==> src/rtl/mbox_pkg.sv <==
package mbox_pkg;
  parameter int CMD_W     = 8;
  parameter int FLAG_W    = 8;
  parameter int FULL_POS  = 5;
  parameter int EMPTY_POS = 6;
  parameter int SYNC_DEPTH = 2;

  typedef logic [CMD_W-1:0]  cmd_t;
  typedef logic [FLAG_W-1:0] flags_t;
endpackage

==> src/rtl/mbox_rst_sync.sv <==
module mbox_rst_sync #(
  parameter int DEPTH = 2
) (
  input  logic clk,
  input  logic rst_n,
  output logic rst_n_sync
);
  logic [DEPTH-1:0] chain_q;
  logic [DEPTH-1:0] chain_d;

  always_comb begin
    chain_d = {chain_q[DEPTH-2:0], 1'b1};
  end

  always_ff @(posedge clk or negedge rst_n) begin
    if (!rst_n) chain_q <= '0;
    else        chain_q <= chain_d;
  end

  assign rst_n_sync = chain_q[DEPTH-1];
endmodule

==> src/rtl/mbox_cmd_slot.sv <==
module mbox_cmd_slot #(
  parameter int W = 8
) (
  input  logic         clk,
  input  logic         rst_n,
  input  logic         wr_en,
  input  logic [W-1:0] wr_data,
  input  logic         rd_en,
  output logic [W-1:0] data,
  output logic         full
);
  logic [W-1:0] data_q, data_d;
  logic         full_q, full_d;
  logic         data_ce;

  // Write wins over a same-cycle read.
  always_comb begin
    data_ce = wr_en;
    data_d  = wr_data;
    full_d  = full_q;
    if (rd_en) full_d = 1'b0;
    if (wr_en) full_d = 1'b1;
  end

  always_ff @(posedge clk or negedge rst_n) begin
    if (!rst_n) begin
      data_q <= '0;
      full_q <= 1'b0;
    end else begin
      if (data_ce) data_q <= data_d;
      full_q <= full_d;
    end
  end

  assign data = data_q;
  assign full = full_q;

  // a write always leaves the slot full with the written byte
  a_r8_write_fills: assert property (@(posedge clk) disable iff (!rst_n)
    wr_en |=> (full && data == $past(wr_data)));

  // a lone read empties the slot
  a_r3_read_empties: assert property (@(posedge clk) disable iff (!rst_n)
    (rd_en && !wr_en) |=> !full);

  // Byte is held when no write happens
  a_r1_data_held: assert property (@(posedge clk) disable iff (!rst_n)
    !wr_en |=> $stable(data));
endmodule

==> src/rtl/mbox_irq_hold.sv <==
module mbox_irq_hold (
  input  logic clk,
  input  logic rst_n,
  input  logic set_req,
  input  logic gate,
  input  logic clr_req,
  output logic irq
);
  logic irq_q, irq_d, fire;

  always_comb begin
    fire  = set_req & gate;
    irq_d = irq_q;
    if (clr_req) irq_d = 1'b0;
    if (fire)    irq_d = 1'b1;
  end

  always_ff @(posedge clk or negedge rst_n) begin
    if (!rst_n) irq_q <= 1'b0;
    else        irq_q <= irq_d;
  end

  assign irq = irq_q;

  // a rise needs a gated set in the previous cycle
  a_r5_rise_needs_gate: assert property (@(posedge clk) disable iff (!rst_n)
    $rose(irq) |-> $past(set_req && gate));

  // a lone clear drops the level
  a_r6_clear_drops: assert property (@(posedge clk) disable iff (!rst_n)
    (clr_req && !(set_req && gate)) |=> !irq);

  // level holds without a clear
  a_r2_level_holds: assert property (@(posedge clk) disable iff (!rst_n)
    (irq && !clr_req) |=> irq);
endmodule

==> src/rtl/mbox_flag_pack.sv <==
module mbox_flag_pack #(
  parameter int W         = 8,
  parameter int FULL_POS  = 5,
  parameter int EMPTY_POS = 6
) (
  input  logic         full_in,
  input  logic         empty_in,
  output logic [W-1:0] flags
);
  for (genvar i = 0; i < W; i++) begin : g_bit
    if (i == FULL_POS) begin : g_full
      assign flags[i] = full_in;
    end else if (i == EMPTY_POS) begin : g_empty
      assign flags[i] = empty_in;
    end else begin : g_zero
      assign flags[i] = 1'b0;
    end
  end
endmodule

==> src/rtl/cmd_mailbox.sv <==
module cmd_mailbox
  import mbox_pkg::*;
(
  input  logic             clk,
  input  logic             rst_n,
  input  logic             host_cmd_wr,
  input  logic [CMD_W-1:0] host_cmd_wdata,
  input  logic             host_cmd_rd,
  output logic [CMD_W-1:0] host_cmd_rdata,
  input  logic             host_irq_en,
  output logic [FLAG_W-1:0] host_flags,
  output logic             host_irq,
  input  logic             adp_cmd_wr,
  input  logic [CMD_W-1:0] adp_cmd_wdata,
  input  logic             adp_cmd_rd,
  output logic [CMD_W-1:0] adp_cmd_rdata,
  output logic [FLAG_W-1:0] adp_flags,
  output logic             adp_irq
);
  logic rst_sync_n;
  logic h2a_full, a2h_full;

  mbox_rst_sync #(.DEPTH(SYNC_DEPTH)) u_rst (
    .clk(clk), .rst_n(rst_n), .rst_n_sync(rst_sync_n)
  );

  // host -> adapter slot
  mbox_cmd_slot #(.W(CMD_W)) u_h2a (
    .clk(clk), .rst_n(rst_sync_n),
    .wr_en(host_cmd_wr), .wr_data(host_cmd_wdata),
    .rd_en(adp_cmd_rd), .data(adp_cmd_rdata), .full(h2a_full)
  );

  // adapter -> host slot
  mbox_cmd_slot #(.W(CMD_W)) u_a2h (
    .clk(clk), .rst_n(rst_sync_n),
    .wr_en(adp_cmd_wr), .wr_data(adp_cmd_wdata),
    .rd_en(host_cmd_rd), .data(host_cmd_rdata), .full(a2h_full)
  );

  mbox_irq_hold u_adp_irq (
    .clk(clk), .rst_n(rst_sync_n),
    .set_req(host_cmd_wr), .gate(1'b1), .clr_req(adp_cmd_rd), .irq(adp_irq)
  );

  mbox_irq_hold u_host_irq (
    .clk(clk), .rst_n(rst_sync_n),
    .set_req(adp_cmd_wr), .gate(host_irq_en), .clr_req(host_cmd_rd), .irq(host_irq)
  );

  mbox_flag_pack #(.W(FLAG_W), .FULL_POS(FULL_POS), .EMPTY_POS(EMPTY_POS)) u_host_view (
    .full_in(a2h_full), .empty_in(!h2a_full), .flags(host_flags)
  );

  mbox_flag_pack #(.W(FLAG_W), .FULL_POS(FULL_POS), .EMPTY_POS(EMPTY_POS)) u_adp_view (
    .full_in(h2a_full), .empty_in(!a2h_full), .flags(adp_flags)
  );

  // host write raises the adapter interrupt
  a_r2_host_write_irq: assert property (@(posedge clk) disable iff (!rst_sync_n)
    host_cmd_wr |=> adp_irq);

  // disabled adapter write leaves an idle host interrupt low
  a_r5_gated_off: assert property (@(posedge clk) disable iff (!rst_sync_n)
    (adp_cmd_wr && !host_irq_en && !host_irq) |=> !host_irq);

  // host-side write alone leaves the adapter-to-host slot state unchanged
  a_r10_independent: assert property (@(posedge clk) disable iff (!rst_sync_n)
    (host_cmd_wr && !host_cmd_rd && !adp_cmd_wr) |=> $stable(host_flags[FULL_POS]));

  // adapter interrupt is high whenever the host command slot is reported full
  a_r1_irq_tracks_full: assert property (@(posedge clk) disable iff (!rst_sync_n)
    adp_irq == adp_flags[FULL_POS]);
endmodule

==> config.mk <==
export PLATFORM = sky130hd
export DESIGN_NAME = cmd_mailbox
export DESIGN_NICKNAME = d
export VERILOG_FILES = /design/src/rtl/mbox_pkg.sv /design/src/rtl/mbox_rst_sync.sv /design/src/rtl/mbox_cmd_slot.sv /design/src/rtl/mbox_irq_hold.sv /design/src/rtl/mbox_flag_pack.sv /design/src/rtl/cmd_mailbox.sv
export SDC_FILE = /design/constraint.sdc
export NUM_CORES = 1
export LEC_CHECK = 0
export ABC_AREA = 1
export ABC_CLOCK_PERIOD_IN_PS = 1200
export BUFFER_PORTS_ARGS = -buffer_cell sky130_fd_sc_hd__buf_2
export CAP_MARGIN = 10
export CELL_PAD_IN_SITES_DETAIL_PLACEMENT = 0
export CELL_PAD_IN_SITES_GLOBAL_PLACEMENT = 1
export CORE_MARGIN = 10
export CORE_UTILIZATION = 30
export CTS_BUF_LIST = sky130_fd_sc_hd__clkbuf_16
export CTS_CLUSTER_DIAMETER = 30
export DETAILED_ROUTE_END_ITERATION = 8
export GPL_ROUTABILITY_DRIVEN = 0
export PLACE_DENSITY = 0.86
export SYNTH_ARGS = -nofsm -noshare
export SYNTH_HDL_FRONTEND = slang
export SYNTH_SLANG_ARGS = --single-unit
==> constraint.sdc <==
create_clock -name clk -period 1.2 [get_ports clk]
set_input_delay 0.24 -clock clk [delete_from_list [all_inputs] [get_ports clk]]
set_output_delay 0.24 -clock clk [all_outputs]
set_load 0.005 [all_outputs]
==> qor.yml, run 1 <==
status: "completed"
cts_buffer_depth: 2
grt_usage: 0.07472
hold_path_class: "input pin to flop"
worstPathMaxFanout: 4
max_freq_mhz: 970.3
n_antenna_cell: 0
p_leak_nw: 0.7156
ys_seq_area_frac: 0.5809
required_ns: 0.96
crit_start: "u_adp_irq.irq$_DFFE_PN0P_"
cts_post_setup_buffers_inserted: 0
place_area_sq_um: 1070
clk_pin_slew_ns: 0.05
endpoint_kind: "output port"
fp.dieH_microns: 74.91
finalSetupTns_ns: 0
rsz0062_at_grt: "false"
synth_area_sq_um: 904.6
htree_levels: 1
syn2layout_area_growth_pct: 28.08
ir_drop_mv: 0.4519
drv_cap: 0
multi_input_area_sq_um: 255.2
vias_per_cell: 3.943
fin_total_pwr_mw: 1.683
hold_violations: 0
setup_viol: 0
cts_inserted_buffers: 3
cts-root-buf: "clkbuf_16"
period_minus_slack_ns: 1.031
routed-via-count: 694
num-fill-cells: 296
slew_viol_final: 0
overflow: 0
portBuffers: 44
die_area_sq_um: 5612
firstDrtPassIters: 4
rows: 19
clk_latency_ns: 0.25
die_w_microns: 74.91
synth.distinct_cells: 7
grt_start_max_net_pins: 20
pin_count: 57
final_nets: 169
first_global_vias: 731
regArea_sq_um: 525.5
initial_utilization: 0.3198
critPathCapture: "host_flags[6]"
final_area_sq_um: 1159
grt_pass1_wl_mm: 3.270
power.density_nw_per_um2: 1452
wl_per_cell_microns: 12.27
r2r_end: "u_adp_irq.irq$_DFFE_PN0P_"
reg2reg_depth: 2
ys_warn_count: 0
r2r_start: "u_adp_irq.irq$_DFFE_PN0P_"
netlist_instances: 102
clock-sinks: 21
wl_mm: 2.160
startpoint_type: "flop"
path_class: "flop to output port"
dp_hpwl_mm: 1.769
route.detailed.drc: 0
drive_above_1_share: 0.3448
worst-endpoint-arrival_ns: 0.79
coreArea_sq_um: 2829
avgSynthCellArea_sq_um: 8.869
cts_resized: 0
cts_tree: "yes"
holdPathStages: 3
ys_ff_latch: 21
ant_nets: 0
drt_iter0_markers: 43
antenna_found_initial: 0
finalCritPeriodShare: 0.8588
reg2reg_slack_ns: 0.58
finalClockSkew_ns: 0.001596
[area by class of cell]
class	count	area share
well taps	31	0.03348
repair buffers	46	0.2052
inverters	6	0.01944
multi-input cells	68	0.2203
clock inverters	1	0.003240
clock buffers	3	0.06479
flip-flops and latches	21	0.4536
[worst max-delay path: stages, from the launching register on]
cell and delay, ns:
dfrtp_1 0.39, inv_1 0.05, buf_2 0.10
[how the worst min path moves through the flow]
stage,from,endpoint,slack (ns)
after floorplan,rst_n,u_rst.chain_q[0]$_DFF_PN0_,-0.06
after global placement,rst_n,u_rst.chain_q[1]$_DFF_PN0_,0.03
after CTS,host_cmd_wdata[7],u_h2a.data[7]$_DFFE_PN0P_,0.18
after detailed placement,rst_n,u_rst.chain_q[1]$_DFF_PN0_,0.03
final,host_cmd_wdata[1],u_h2a.data[1]$_DFFE_PN0P_,0.19
after global routing,host_cmd_wdata[7],u_h2a.data[7]$_DFFE_PN0P_,0.19
[report_power, final]
group          total, mW  switching, mW  internal (mW)  leakage (nW)
clock              0.677          0.235          0.443        0.0423
sequential         0.796         0.0286          0.767         0.252
combinational      0.209          0.113         0.0957         0.421
[synth_stat cells (all sizes together)]
cell	count	area share
nand2	55	0.23
dfrtp	21	0.58
buf	18	0.16
inv	6	0.025
conb	2	0.0083
[cells in the final DEF, fill, tap and decap left out]
cell / n
buf_4: 1
nand2_1: 55
dlygate4sd3_1: 1
clkbuf_16: 3
conb_1: 13
inv_2: 2
inv_1: 5
buf_2: 44
dfrtp_1: 21
[per-layer routing]
metal / GRT usage / vias up / share of wire
li1: - / 356 / -
met1: 0.09007 / 298 / 0.44
met2: 0.1086 / 40 / 0.42
met3: 0.03942 / 0 / 0.14
met4: 0.03151 / 0 / 0
met5: 0 / - / 0
[what timing repair did]
| action | CTS | global route |
|---|---|---|
| endpoints found under the hold margin | 2 | 0 |
| setup endpoints to repair | 0 | 0 |
| hold buffers | 1 | 0 |
[state kept, by name, indices dropped and copies added, names as in the netlist]
signal / flops
u_a2h.data: 8
u_h2a.data: 8
u_rst.chain_q: 2
u_a2h.full: 1
u_adp_irq.irq: 1
u_host_irq.irq: 1
[per-stage QoR]
stage                 util  hold slack (ns)  setup slack (ns)  std cells
floorplan                -         -0.05559            0.4224        113
global placement    0.3782          0.02679            0.4358        171
detailed placement  0.3782          0.02711            0.4036        171
CTS                 0.4096           0.1848            0.1601        176
global route        0.4096           0.1925            0.1236        176
finish              0.4096           0.1892            0.1694        176
[kinds of logic after synthesis]
| kind of cell | count (synthesis) | share of synthesized area |
|---|---|---|
| buffers and inverters | 24 | 0.1826 |
| DFF | 21 | 0.5809 |
| other | 2 | 0.008302 |
| and+or+nand+nor | 55 | 0.2282 |
No activity file was read; power rests on OpenSTA's default activity.
==> run 2: changes to the inputs <==
--- a/config.mk
+++ b/config.mk
@@ -11,6 +11,7 @@
 export CAP_MARGIN = 10
 export CELL_PAD_IN_SITES_DETAIL_PLACEMENT = 0
 export CELL_PAD_IN_SITES_GLOBAL_PLACEMENT = 1
+export CORE_ASPECT_RATIO = 0.9
 export CORE_MARGIN = 10
 export CORE_UTILIZATION = 30
 export CTS_BUF_LIST = sky130_fd_sc_hd__clkbuf_16
==> run 2 against run 1 <==
Effect of this change: global-route usage rose by 0.21 points; critical path depth stayed put; non-clock buffer count increased by 1; flip-flop and latch count unchanged; largest power group unchanged; clock power about the same; clock-buffer cell count unchanged; power grew 0.24%.
==> qor.yml, run 2 (same netlist as run 1, synthesis figures left out) <==
wl_mm: 2.145
path_class: "flop to output port"
die_area_sq_um: 5615
dp_hpwl_mm: 1.834
slew_viol_final: 0
drive_above_1_share: 0.3493
dp.cells: 181
max_freq_mhz: 966.9
htree_levels: 1
cp_cell_sequence: "inv_1 > buf_2"
rows: 18
busiest_layer: "met2"
portBuffers: 44
met3_usage: 0.05788
vias_per_cell: 3.753
p_leak_nw: 0.7204
clock-sinks: 21
setup_viol: 0
rsz0062_at_grt: "false"
clk_latency_ns: 0.25
initial_utilization: 0.3213
fp.dieH_microns: 72.10
grt_usage: 0.07678
final_nets: 170
gr-usage-met2: 0.1122
worst-endpoint-arrival_ns: 0.79
antenna_found_initial: 0
cts_post_setup_buffers_inserted: 0
ir_drop_mv: 0.8271
finalCritPeriodShare: 0.8619
status: "completed"
place_ws_ns: 0.4084
syn2layout_area_growth_pct: 30.15
route.detailed.drc: 0
first_global_vias: 779
grt_start_max_net_pins: 12
cts-root-buf: "clkbuf_16"
power.density_nw_per_um2: 1433
worst_slack_ns: 0.1658
drv_cap: 0
crit_family: "flip-flops"
grt_pass1_wl_mm: 3.567
worstPathMaxFanout: 4
cts_inserted_buffers: 3
die_w_microns: 77.88
utilization: 0.4182
n_antenna_cell: 0
pin_count: 57
hold_violations: 0
ant_nets: 0
endpoint_kind: "output port"
overflow: 0
cpPeakStageDelay_ns: 0.39
finalSetupTns_ns: 0
fin_total_pwr_mw: 1.687
layout_commonest_cell: "nand2_1"
wl_per_cell_microns: 11.53
hold_path_class: "flop to async pin"
period_minus_slack_ns: 1.034
cts_buffer_depth: 2
startpoint_type: "flop"
final_cell_mix: "55 x nand2_1, 44 x buf_2, 21 x dfrtp_1"
routed-via-count: 698
layout.cells.non_filler: 186
coreArea_sq_um: 2815
clk_pin_slew_ns: 0.05
firstDrtPassIters: 4
cpMaxStageDelayCell: "dfrtp_1"
finalClockSkew_ns: 0.002772
critPathBufInv: 2
grt_use_met1: 0.08699
required_ns: 0.96
cts_tree: "yes"
drt_iter0_markers: 30
==> run 2: area by class of cell <==
class,instances,area (sq um)
multi-input combinational,68,255.2
tap,40,50.05
fill,311,1638
clock inverter,1,3.754
timing repair buffer,47,245.2
clock buffer,3,75.07
sequential,21,525.5
inverter,6,22.52
==> run 2: metrics by stage <==
| step | area, sq um | hold slack (ns) |
|---|---|---|
| after global routing | 1177 | 0.1986 |
| after global placement | 1089 | 0.02549 |
| final | 1177 | 0.1857 |
| after detailed placement | 1089 | 0.02838 |
| after floorplan | 945.9 | -0.05559 |
| after CTS | 1177 | 0.1817 |
==> run 2: per-layer routing <==
layer  up-vias  part of all wire  routed length [microns]
met5         -                 0                        0
met3         2              0.14                      306
met2        41              0.41                      872
li1        358                 -                        -
met1       297              0.45                      962
met4         0            0.0019                        4
==> run 2: path summary, 6_finish.rpt <==
| check | start | to | slack [ns] | depth (start not counted) |
|---|---|---|---|---|
| min reg2reg | u_rst.chain_q[1]$_DFF_PN0_ | u_adp_irq.irq$_DFFE_PN0P_ | 0.19 | 1 |
| max reg2reg | u_adp_irq.irq$_DFFE_PN0P_ | u_adp_irq.irq$_DFFE_PN0P_ | 0.58 | 2 |
| max | u_adp_irq.irq$_DFFE_PN0P_ | host_flags[6] | 0.17 | 2 |
| min | u_rst.chain_q[1]$_DFF_PN0_ | u_adp_irq.irq$_DFFE_PN0P_ | 0.19 | 1 |
| min in group clk | host_cmd_wdata[7] | u_h2a.data[7]$_DFFE_PN0P_ | 0.19 | 3 |
| max in group asynchronous | rst_n | u_rst.chain_q[1]$_DFF_PN0_ | 0.80 | 2 |
==> run 2: repair_timing <==
| item | 4_1_cts | 5_1_grt |
|---|---|---|
| gates resized for setup | 0 | 0 |
| hold buffers | 1 | 0 |
| endpoints found under the hold margin | 2 | 0 |
==> run 2: worst register-to-register path, stage by stage, from the launching register on <==
cell	delay (ns)
dfrtp_1	0.39
nand2_1	0.08
nand2_1	0.04
==> run 2: power breakdown <==
group,switching (mW),total [mW],internal (mW)
clock network,0.233,0.676,0.443
logic,0.115,0.213,0.0980
registers,0.0296,0.797,0.768
total,0.378,1.69,1.31
